<file path="config.mk">
export PLATFORM = sky130hd
export DESIGN_NAME = evcnt_bank
export DESIGN_NICKNAME = d
export VERILOG_FILES = /design/src/rtl/evb_pkg.sv /design/src/rtl/evb_cfg.sv /design/src/rtl/evb_lane.sv /design/src/rtl/evb_rdmux.sv /design/src/rtl/evcnt_bank.sv
export SDC_FILE = /design/constraint.sdc
export NUM_CORES = 1
export LEC_CHECK = 0
export CAP_MARGIN = 20
export CELL_PAD_IN_SITES_DETAIL_PLACEMENT = 0
export CELL_PAD_IN_SITES_GLOBAL_PLACEMENT = 2
export CORE_MARGIN = 2
export CORE_UTILIZATION = 39
export DETAILED_ROUTE_END_ITERATION = 8
export DONT_BUFFER_PORTS = 1
export PLACE_DENSITY = 0.88
export SLEW_MARGIN = 20
export SYNTH_ARGS = -nofsm -noshare
export SYNTH_HDL_FRONTEND = slang
export SYNTH_SLANG_ARGS = --single-unit
</file>
<file path="constraint.sdc">
create_clock -name clk -period 3.47 [get_ports clk]
set_input_delay 0.694 -clock clk [delete_from_list [all_inputs] [get_ports clk]]
set_output_delay 0.694 -clock clk [all_outputs]
set_load 0.01 [all_outputs]
</file>
<file path="src/rtl/evb_pkg.sv">
package evb_pkg;
  localparam int          REG_AW      = 12;
  localparam logic [11:0] CFG_OFS     = 12'h200;
  localparam logic [11:0] CNT_BASE    = 12'h220;
  localparam int          CLR_POS     = 16;
  localparam int          LEG_EN_BIT  = 0;
  localparam int          LEG_CLR_BIT = 4;
endpackage

</file>
<file path="src/rtl/evb_cfg.sv">
module evb_cfg
  import evb_pkg::*;
#(
  parameter int NUM_LANES = 4,
  parameter bit LEGACY    = 1'b0
) (
  input  logic                 clk,
  input  logic                 rst_n,
  input  logic                 wr_cfg,
  input  logic [31:0]          wdata,
  output logic [31:0]          cfg_q,
  output logic [NUM_LANES-1:0] lane_en,
  output logic [NUM_LANES-1:0] lane_clr
);
  localparam logic [31:0] LANE_ONES = 32'((64'd1 << NUM_LANES) - 64'd1);
  localparam logic [31:0] STD_MASK  = LANE_ONES | (LANE_ONES << CLR_POS);
  localparam logic [31:0] LEG_MASK  = (32'd1 << LEG_EN_BIT) | (32'd1 << LEG_CLR_BIT);
  localparam logic [31:0] WR_MASK   = LEGACY ? LEG_MASK : STD_MASK;

  logic [31:0] cfg_next;

  // a write in this cycle already governs this cycle's strobes
  assign cfg_next = wr_cfg ? (wdata & WR_MASK) : cfg_q;

  always_ff @(posedge clk) begin
    if (!rst_n) cfg_q <= '0;
    else        cfg_q <= cfg_next;
  end

  generate
    if (LEGACY) begin : g_legacy
      assign lane_en  = {NUM_LANES{cfg_next[LEG_EN_BIT]}};
      assign lane_clr = {NUM_LANES{cfg_next[LEG_CLR_BIT]}};
    end else begin : g_std
      assign lane_en  = cfg_next[NUM_LANES-1:0];
      assign lane_clr = cfg_next[CLR_POS +: NUM_LANES];
    end
  endgenerate
endmodule

</file>
<file path="src/rtl/evb_lane.sv">
module evb_lane #(
  parameter int CNT_W = 24
) (
  input  logic             clk,
  input  logic             rst_n,
  input  logic             en,
  input  logic             clr,
  input  logic             evt,
  output logic [CNT_W-1:0] cnt_q,
  output logic             sat_q
);
  localparam logic [CNT_W-1:0] CNT_MAX = '1;

  always_ff @(posedge clk) begin
    if (!rst_n || clr) begin
      cnt_q <= '0;
      sat_q <= 1'b0;
    end else if (en && evt) begin
      if (cnt_q == CNT_MAX) sat_q <= 1'b1;
      else                  cnt_q <= cnt_q + 1'b1;
    end
  end

  p_clr_zero_r5: assert property (@(posedge clk) disable iff (!rst_n)
    clr |=> (cnt_q == '0 && !sat_q));

  p_idle_hold_r3: assert property (@(posedge clk) disable iff (!rst_n)
    (!en && !clr) |=> ($stable(cnt_q) && $stable(sat_q)));

  p_no_wrap_r6: assert property (@(posedge clk) disable iff (!rst_n)
    (cnt_q == CNT_MAX && !clr) |=> cnt_q == CNT_MAX);

  p_sat_sticky_r6: assert property (@(posedge clk) disable iff (!rst_n)
    (sat_q && !clr) |=> sat_q);

  p_sat_full_r6: assert property (@(posedge clk) disable iff (!rst_n)
    sat_q |-> cnt_q == CNT_MAX);
endmodule

</file>
<file path="src/rtl/evb_rdmux.sv">
module evb_rdmux
  import evb_pkg::*;
#(
  parameter int NUM_LANES = 4,
  parameter int CNT_W     = 24
) (
  input  logic [REG_AW-1:0]                 addr,
  input  logic [31:0]                       cfg_q,
  input  logic [NUM_LANES-1:0][CNT_W-1:0]   cnt,
  input  logic [NUM_LANES-1:0]              sat,
  output logic [31:0]                       rdata
);
  always_comb begin
    rdata = '0;
    if (addr == CFG_OFS) rdata = cfg_q;
    for (int i = 0; i < NUM_LANES; i++) begin
      if (addr == CNT_BASE + 12'(4 * i)) begin
        rdata     = 32'(cnt[i]);
        rdata[31] = sat[i];
      end
    end
  end
endmodule

</file>
<file path="src/rtl/evcnt_bank.sv">
module evcnt_bank
  import evb_pkg::*;
#(
  parameter int NUM_LANES = 4,
  parameter int CNT_W     = 24,
  parameter bit LEGACY    = 1'b0
) (
  input  logic                 clk,
  input  logic                 rst_n,
  input  logic [NUM_LANES-1:0] ev_strobe,
  input  logic                 reg_wr,
  input  logic [REG_AW-1:0]    reg_addr,
  input  logic [31:0]          reg_wdata,
  output logic [31:0]          reg_rdata
);
  localparam logic [31:0] PAD_MASK =
    32'h7FFF_FFFF & ~32'((64'd1 << CNT_W) - 64'd1);

  logic                             wr_cfg;
  logic [31:0]                      cfg_q;
  logic [NUM_LANES-1:0]             lane_en;
  logic [NUM_LANES-1:0]             lane_clr;
  logic [NUM_LANES-1:0][CNT_W-1:0]  cnt;
  logic [NUM_LANES-1:0]             sat;

  assign wr_cfg = reg_wr && (reg_addr == CFG_OFS);

  evb_cfg #(.NUM_LANES(NUM_LANES), .LEGACY(LEGACY)) u_cfg (
    .clk(clk), .rst_n(rst_n), .wr_cfg(wr_cfg), .wdata(reg_wdata),
    .cfg_q(cfg_q), .lane_en(lane_en), .lane_clr(lane_clr)
  );

  generate
    for (genvar g = 0; g < NUM_LANES; g++) begin : g_lane
      evb_lane #(.CNT_W(CNT_W)) u_lane (
        .clk(clk), .rst_n(rst_n), .en(lane_en[g]), .clr(lane_clr[g]),
        .evt(ev_strobe[g]), .cnt_q(cnt[g]), .sat_q(sat[g])
      );
    end
  endgenerate

  evb_rdmux #(.NUM_LANES(NUM_LANES), .CNT_W(CNT_W)) u_rd (
    .addr(reg_addr), .cfg_q(cfg_q), .cnt(cnt), .sat(sat), .rdata(reg_rdata)
  );

  p_pad_zero_r4: assert property (@(posedge clk) disable iff (!rst_n)
    (reg_addr != CFG_OFS) |-> ((reg_rdata & PAD_MASK) == 32'd0));
endmodule

</file>
## Word-level counts from Yosys, hierarchy flattened

Index checks and enable logic that the tools add are counted.
W data, S select, Z words.

| storage, ports and cells | value |
|---|---|
| word-level logic and storage cells | 50 |
| output and inout bits | 32 |
| input bits | 51 |
| register bits after elaboration | 108 |

| cells by class | value |
|---|---|
| add/subtract/negate cells | 4 |
| bitwise operators | 4 |
| reduce and logical (&&, ||, !) cells | 18 |
| multiplexer cells | 6 |
| equal/unequal tests | 9 |

Operators with widths:

| cell | count |
|---|---|
| $mux W32 | 4 |
| $add A24 B1 Y24 const B | 4 |
| $eq A24 B24 Y1 const B | 4 |
| $eq A12 B10 Y1 const B | 5 |
| $mux W20 | 2 |
| $reduce_and A2 Y1 | 8 |
| $logic_and A1 B1 Y1 | 5 |
| $logic_or A1 B1 Y1 | 4 |
| $not A1 Y1 | 4 |
| $logic_not A1 Y1 | 1 |

## Longest topological paths before layout

Gate-level depths: netlist (run 1).

| logic depth | value |
|---|---|
| depth after elaboration | 6 |
| gate-level depth with buffers | 10 |
| gate-level depth less buffers | 6 |

## Modules after synthesis

A second synthesis (run 1) with hierarchy kept.

| unflattened totals | value |
|---|---|
| cells, all modules | 825 |
| area, all modules | 7300.8 µm² |

By module, submodules not included:

| module | cells an instance | sequential area each (µm²) | instances | area an instance (µm²) |
|---|---|---|---|---|
| evb_lane | 154 | 500.5 | 4 | 1340.0 |
| evb_rdmux | 154 | 0.0 | 1 | 1371.3 |
| evb_cfg | 50 | 160.2 | 1 | 528.0 |
| evcnt_bank | 5 | 0.0 | 1 | 41.3 |

## Worst setup path after synthesis (run 1)

OpenSTA, ideal clock, no wires.

| path | value |
|---|---|
| kind | input to output |
| start point | in reg_addr[11] |
| end point | out reg_rdata[1] |
| data arrival time | 2.444 ns |
| path buffers | 1 |
| required time | 2.776 ns |
| slack | 0.332 ns |
| stages | 6 |
| cells stage by stage | or4_4 -> or4_1 -> clkbuf_1 -> or2_2 -> o21ai_0 -> a21oi_1 |

| on the way | value |
|---|---|
| cells in the longest elaborated chain, start to end | 6 |
| elaborated cells between the ends (all ways) | 10 |
| those cells by class | eq/ne: 5; mux: 5 |

Ends and longest elaborated chain:

| what | line | text |
|---|---|---|
| start, declared | evcnt_bank.sv:12 | `input logic [REG_AW-1:0] reg_addr,` |
| $eq A12 B10 Y1 | evb_rdmux.sv:15 | `if (addr == CFG_OFS) rdata = cfg_q;` |
| $mux W20 | evb_rdmux.sv:15 |  |
| $mux W32 (3 in series) | evb_rdmux.sv:17 | `if (addr == CNT_BASE + 12'(4 * i)) begin` |
| $mux W32 * | evb_rdmux.sv:17 |  |
| end, declared | evcnt_bank.sv:14 | `output logic [31:0] reg_rdata` |

Every way passes the cells marked *; elsewhere a longest branch is shown, timed or not.

## Final worst setup path (run 1)

Ends and elaborated chain as after synthesis.

==> reports/results.tsv, run 1 <==
metric	value	unit
async_reset_ff_share	0	%
place_inst	971	
grt.total_usage	22.4	%
ys_seq_area_share	32.2	%
power.leakage	1.95	nW
use_met3	5.76	%
synth_edf_count	0	
synth_seq_cells	108	
finalMaxSlewViolations	0	
cp_data_required_time	2.78	ns
crit_chain	or4_4, or3_1, a21oi_1, o21ai_0, a21oi_1, buf_4	
met1_usage	29.6	%
crit_path_end_kind	output pin	
finalClockSkew	0.00594	ns
clk_path_buf_depth	2	
p_per_area	326	nW/um^2
dpl.hpwl	14800	um
avgSynthCellArea	8.50	um^2
p_int	0.00180	W
critPathKind	in -> out	
grt_pass1_wl	31700	um
fin_nets	812	
die_h	135	um
cts_root_buf	clkbuf_16	
setup_viol	0	
drt_wl_total	20500	um
yosys.area.top_type_share	32.2	%
gp_congestion	0.850	
startpoint_type	input pin	
start_util	39.4	%
clkSinkCount	108	
relSlewSlack	42.1	%
clk_pin_slew	0.07	ns
grt_most_used_layer	met2	
path_common_cell	a21oi_1	
arrival	2.70	ns
post-route-min-period	3.40	ns
areaGrowthSynthToFinish	5.40	%
syn_area	6720	um^2
cts.htree.levels	3	
yosysTopAreaCell	dfxtp_1	
gr-total-overflow	0	
drtAntennaViolNets	0	
numCtsBuffers	9	
cts-resized-gates	0	
cts_tree	done	
maxClockFrequency	294	MHz
instances_no_fill	985	
cts_hold_buf	0	
wl_per_cell	20.8	um
core	17100	um^2
grt_max_degree	48	
postSynthCellCount	791	
cpMaxStageDelayCell	or4_4	
die_area	18300	um^2
period_share	97.9	%
drive_above_1_share	9.74	%
rsz0062_at_grt	false	
ios	83	
vias_per_cell	6.50	
antenna_found_initial	1	
tightest_slew	0.861	ns
critPathMaxStageDelay	0.54	ns
status	complete, no violations	
synth_ff_type	dfxtp_1	
die_x	135	um
power.switching	0.000510	W
via_count	6401	
sw_frac_of_total	22.1	%
ir_worst_vdd	0.241	mV
drcViolationCount	0	
crit_fanout	8	
power_frac_clock	43.6	%
yosys-top-cells-area	dfxtp_1 32%, or4_1 8.9%, mux4_2 7.4%	
power_frac_seq	53.6	%
ys.warnings.count	0	
port_buffers	0	
clkLatencyLatePin	0.36	ns
synth.most_common_cell	dfxtp_1	
fin_tns_setup	0	ns
yosysUniqueCellTypes	43	
grt_pass1_vias	5690	
met2_usage	35.3	%
comb_power_share	2.8	%
placementRows	48	
antenna_cells	0	
cts_setup_buffers	0	
hold_viol	0	
maxCapViolCount	0	
synth_common_cells	108 x dfxtp_1, 87 x a21oi_1, 80 x or4_1	
hp-class	in -> reg	
dr.pass1.iters	6	
drt_iter0_markers	412	
[final cells by class]
class / count / area, um^2
multi-input cells: 612 / 4190
repair buffers: 18 / 148
clock buffers: 12 / 267
fillers: 1710 / 9970
flip-flops and latches: 108 / 2160
well taps: 225 / 282
inverters: 8 / 30.0
clock inverters: 2 / 10.0
[power groups by stage]
stage          sequential, W  combinational (W)  clock [W]
2_1_floorplan        0.00127          0.0000700          0
4_1_cts              0.00124          0.0000633    0.00103
5_1_grt              0.00124          0.0000682    0.00108
3_3_place_gp         0.00127          0.0000623          0
3_5_place_dp         0.00127          0.0000633          0
6_report             0.00124          0.0000639    0.00101
[path summary, 6_finish.rpt]
check / depth (start not counted) / slack, ns / start / to
setup / recovery: 6 / 0.07 / reg_addr[11] / reg_rdata[1]
hold / removal: 1 / 0.47 / rst_n / u_cfg.cfg_q[1]
setup reg to reg: 6 / 0.79 / g_lane[1].u_lane.cnt_q[15] / g_lane[1].u_lane.cnt_q[9]
hold reg to reg: 1 / 0.48 / g_lane[2].u_lane.sat_q / g_lane[2].u_lane.sat_q
[layout by cell type, fill, tap and decap left out, types with 11 or more instances in the layout]
| master | count |
|---|---|
| dfxtp_1 | 108 |
| a21oi_1 | 87 |
| or4_1 | 80 |
| nand2_1 | 71 |
| o31ai_1 | 59 |
| nand3_1 | 35 |
| nand4_1 | 34 |
| nor2b_1 | 33 |
| o21ai_0 | 25 |
| o211ai_1 | 25 |
| mux4_2 | 22 |
| nor2_1 | 19 |
| buf_4 | 17 |
| or3_1 | 16 |
| mux2i_1 | 13 |
| mux2_2 | 11 |
[state kept, by name, indices dropped and copies added (netlist names)]
signal / cells
g_lane.u_lane.sat_q: 4
g_lane.u_lane.cnt_q: 96
u_cfg.cfg_q: 8
[metal layers]
metal | part of all wire (%) | wire, um | vias up
met5 | 0.049 | 10 | -
met4 | 3.0 | 619 | 2
met3 | 7.3 | 1500 | 41
met2 | 46 | 9470 | 205
met1 | 43 | 8890 | 3121
li1 | - | - | 3032
[cell families after synthesis]
group                    share of synthesized area (%)
AND/OR/NAND/NOR                                   29.9
AO/OA/AOI/OAI                                     19.7
flip-flops                                        32.2
buffers and inverters                             5.94
multiplexers                                      11.5
adder cells (fa/ha/maj)                          0.744
other                                           0.0558
[critical path, delay by kind of cell]
kind                   cells  cell delay (ns)
AND/OR/NAND/NOR            2             1.06
buffers and inverters      1             0.18
AO/OA/AOI/OAI              3             0.77
[per-stage QoR]
step           instance area, um^2  total power, W  worst slack, ns  util [%]  hold slack (ns)
2_1_floorplan                 6750         0.00134            0.332         -            0.432
3_3_place_gp                  6810         0.00133            0.127      39.9            0.450
3_5_place_dp                  6810         0.00133            0.111      39.9            0.464
4_1_cts                       7090         0.00234            0.101      41.5            0.455
5_1_grt                       7090         0.00239           0.0352      41.5            0.457
6_report                      7090         0.00231           0.0722      41.5            0.468
Note: power is estimated with default switching activity, not from simulation.
==> run 2, diff against run 1 <==
Settings changed: CORE_UTILIZATION 39 to 30, PLACE_DENSITY 0.88 to 0.75.
Clock period 3.47 ns to 3 ns, I/O delays scaled along.
==> run 2 against run 1 <==
  * Setup slack lost 0.043 ns
  * Sequential cell count is the same
  * Largest power group unchanged
  * Clock skew grew 0.0080 ns
  * First-iteration DRC count grew 30%
  * Core utilization shrank 6.5 points
  * Cell area grew 8.3%
  * Sequential share of layout area shrank 2.3 points
  * Sequential power grew 15%
  * Total power grew 21%
  * Non-clock buffer count grew 53
==> reports/results.tsv, run 2 (synthesis gave the netlist of run 1 again) <==
metric	value	unit	change
crit_path_end_kind	output pin		
final_common_cell	dfxtp_1		
post-route-min-period	2.97	ns	
clkLatencyLatePin	0.36	ns	about the same
r2r-end	g_lane[1].u_lane.cnt_q[4]		
holdPathStages	1		unchanged
gp_congestion	0.801		-5.8%
vias_per_cell	5.83		-10%
period_share	99.0	%	
worstReg2RegStart	g_lane[1].u_lane.cnt_q[19]		
startpoint_type	input pin		
cts_root_buf	clkbuf_16		
ir_worst_vdd	0.259	mV	+7.5%
top_register	g_lane.u_lane.cnt_q		
grt.total_usage	18.1	%	-4.3 points
relSlewSlack	43.7	%	+1.6 points
rr_worst_depth	6		unchanged
clkSinkCount	108		unchanged
port_buffers	0		unchanged
cts_setup_buffers	0		unchanged
crit_fanout	3		-5
areaGrowthSynthToFinish	14.2	%	
power.leakage	2.26	nW	+15%
placementRows	54		+13%
drtAntennaViolNets	0		unchanged
finalMaxSlewViolations	0		unchanged
grt_most_used_layer	met2		
largest_reg_flops	96		unchanged
hp-class	in -> reg		
dr.pass1.iters	5		-1
gr-total-overflow	0		unchanged
cts.htree.levels	3		unchanged
arrival	2.37	ns	-0.33 ns
clk_pin_slew	0.08	ns	about the same
cp_data_required_time	2.40	ns	-0.38 ns
dpl.hpwl	15900	um	+7.1%
die_area	23600	um^2	+29%
via_count	6381		-0.31%
reg2reg_slack	0.55	ns	-0.24 ns
fin_nets	865		+6.5%
met2_usage	29.1	%	-6.2 points
met1_usage	25.4	%	-4.2 points
core	21900	um^2	+28%
numCtsBuffers	9		unchanged
die_x	154	um	+14%
die_h	154	um	+14%
maxClockFrequency	337	MHz	
finalClockSkew	0.0139	ns	+0.00799 ns
hp-start	rst_n		
mostFrequentLayoutCells	108 x dfxtp_1, 82 x a21oi_1, 79 x or4_1		
holdWs	0.363	ns	-0.105 ns
antenna_cells	0		unchanged
antenna_found_initial	0		-1
ios	83		unchanged
grt_pass1_wl	33500	um	+5.6%
clk_path_buf_depth	2		unchanged
critPathKind	in -> out		
p_per_area	364	nW/um^2	+12%
drive_above_1_share	17.1	%	+7.3 points
tightest_slew	0.837	ns	-0.0245 ns
hold_viol	0		unchanged
setup_viol	0		unchanged
fin_tns_setup	0	ns	unchanged
grt_pass1_vias	5732		+0.74%
start_util	30.7	%	-8.7 points
wl_per_cell	19.5	um	-6.3%
drcViolationCount	0		unchanged
status	complete, no violations		
min_to	u_cfg.cfg_q[3]		
cts_tree	done		
drt_wl_total	21300	um	+4.2%
reg_top3	g_lane.u_lane.cnt_q: 96 flops, u_cfg.cfg_q: 8 flops, g_lane.u_lane.sat_q: 4 flops		
use_met3	2.96	%	-2.8 points
maxCapViolCount	0		unchanged
rsz0062_at_grt	true		
grt_max_degree	47		-2.1%
drt_iter0_markers	536		+30%
==> run 2: changes by cell type in the layout (fill, tap and decap cells not counted), moves of 2 or more <==
cell / change
buf_4: +49
a21oi_1: -5
a21oi_2: +5
buf_12: +4
clkinv_4: +2
nor2_1: -2
nor2_2: +2
o21ai_0: -2
o21ai_1: +2
==> run 2: worst max path at each step <==
stage | start | end | slack, ns | cells past startpoint
finish | reg_addr[0] | reg_rdata[1] | 0.03 | 6
global placement | reg_addr[11] | g_lane[2].u_lane.cnt_q[14] | -0.17 | 8
detailed placement | reg_addr[11] | g_lane[0].u_lane.cnt_q[17] | -0.19 | 8
floorplan | reg_addr[11] | g_lane[0].u_lane.cnt_q[6] | 0.05 | 7
global route | reg_addr[0] | reg_rdata[0] | -0.02 | 6
CTS | reg_addr[11] | reg_rdata[0] | 0.004 | 8
==> run 2: area by class of cell <==
cell class / instances / area, um^2
clock buffer: 11 / 253
clock inverter: 5 / 60.1
fill: 2324 / 14200
inverter: 8 / 30.0
multi-input combinational: 612 / 4230
sequential: 108 / 2160
tap: 280 / 350
timing repair buffer: 71 / 596
==> run 2: routing by layer <==
layer  wire length [um]  vias up
met5                  0        -
met4                282        0
met3                936       16
met2               9840      134
met1              10300     3105
li1                   -     3126
==> run 2: what timing repair did <==
action / CTS / global route
pin swaps: 1 / 4
endpoints found under the hold margin: 0 / 0
gates cloned: 0 / 0
endpoints found under the setup margin: 3 / 3
hold buffers: 0 / 0
resized for setup: 4 / 6
==> run 2: metrics by stage <==
stage                     util [%]  worst slack, ns  power [W]  cell area, um^2  std cells
final                         35.1           0.0291    0.00280             7680       1095
after global routing          35.1          -0.0185    0.00288             7680       1095
after CTS                     35.0          0.00392    0.00283             7660       1095
after detailed placement      33.5           -0.186    0.00155             7330       1079
after global placement        33.5           -0.168    0.00155             7330       1079
after floorplan                  -           0.0497    0.00155             6750        797
==> run 2: worst max-delay path, cell delays in order <==
cell     delay, ns
or4_4         0.58
or4_4         0.48
or2_2         0.32
o21ai_0       0.15
a21oi_1       0.09
buf_4         0.14
==> run 2: report_power, final <==
group / internal [W] / switching [W]
clock: 0.000696 / 0.000582
sequential: 0.00143 / 0.0000000184
combinational: 0.0000359 / 0.0000507
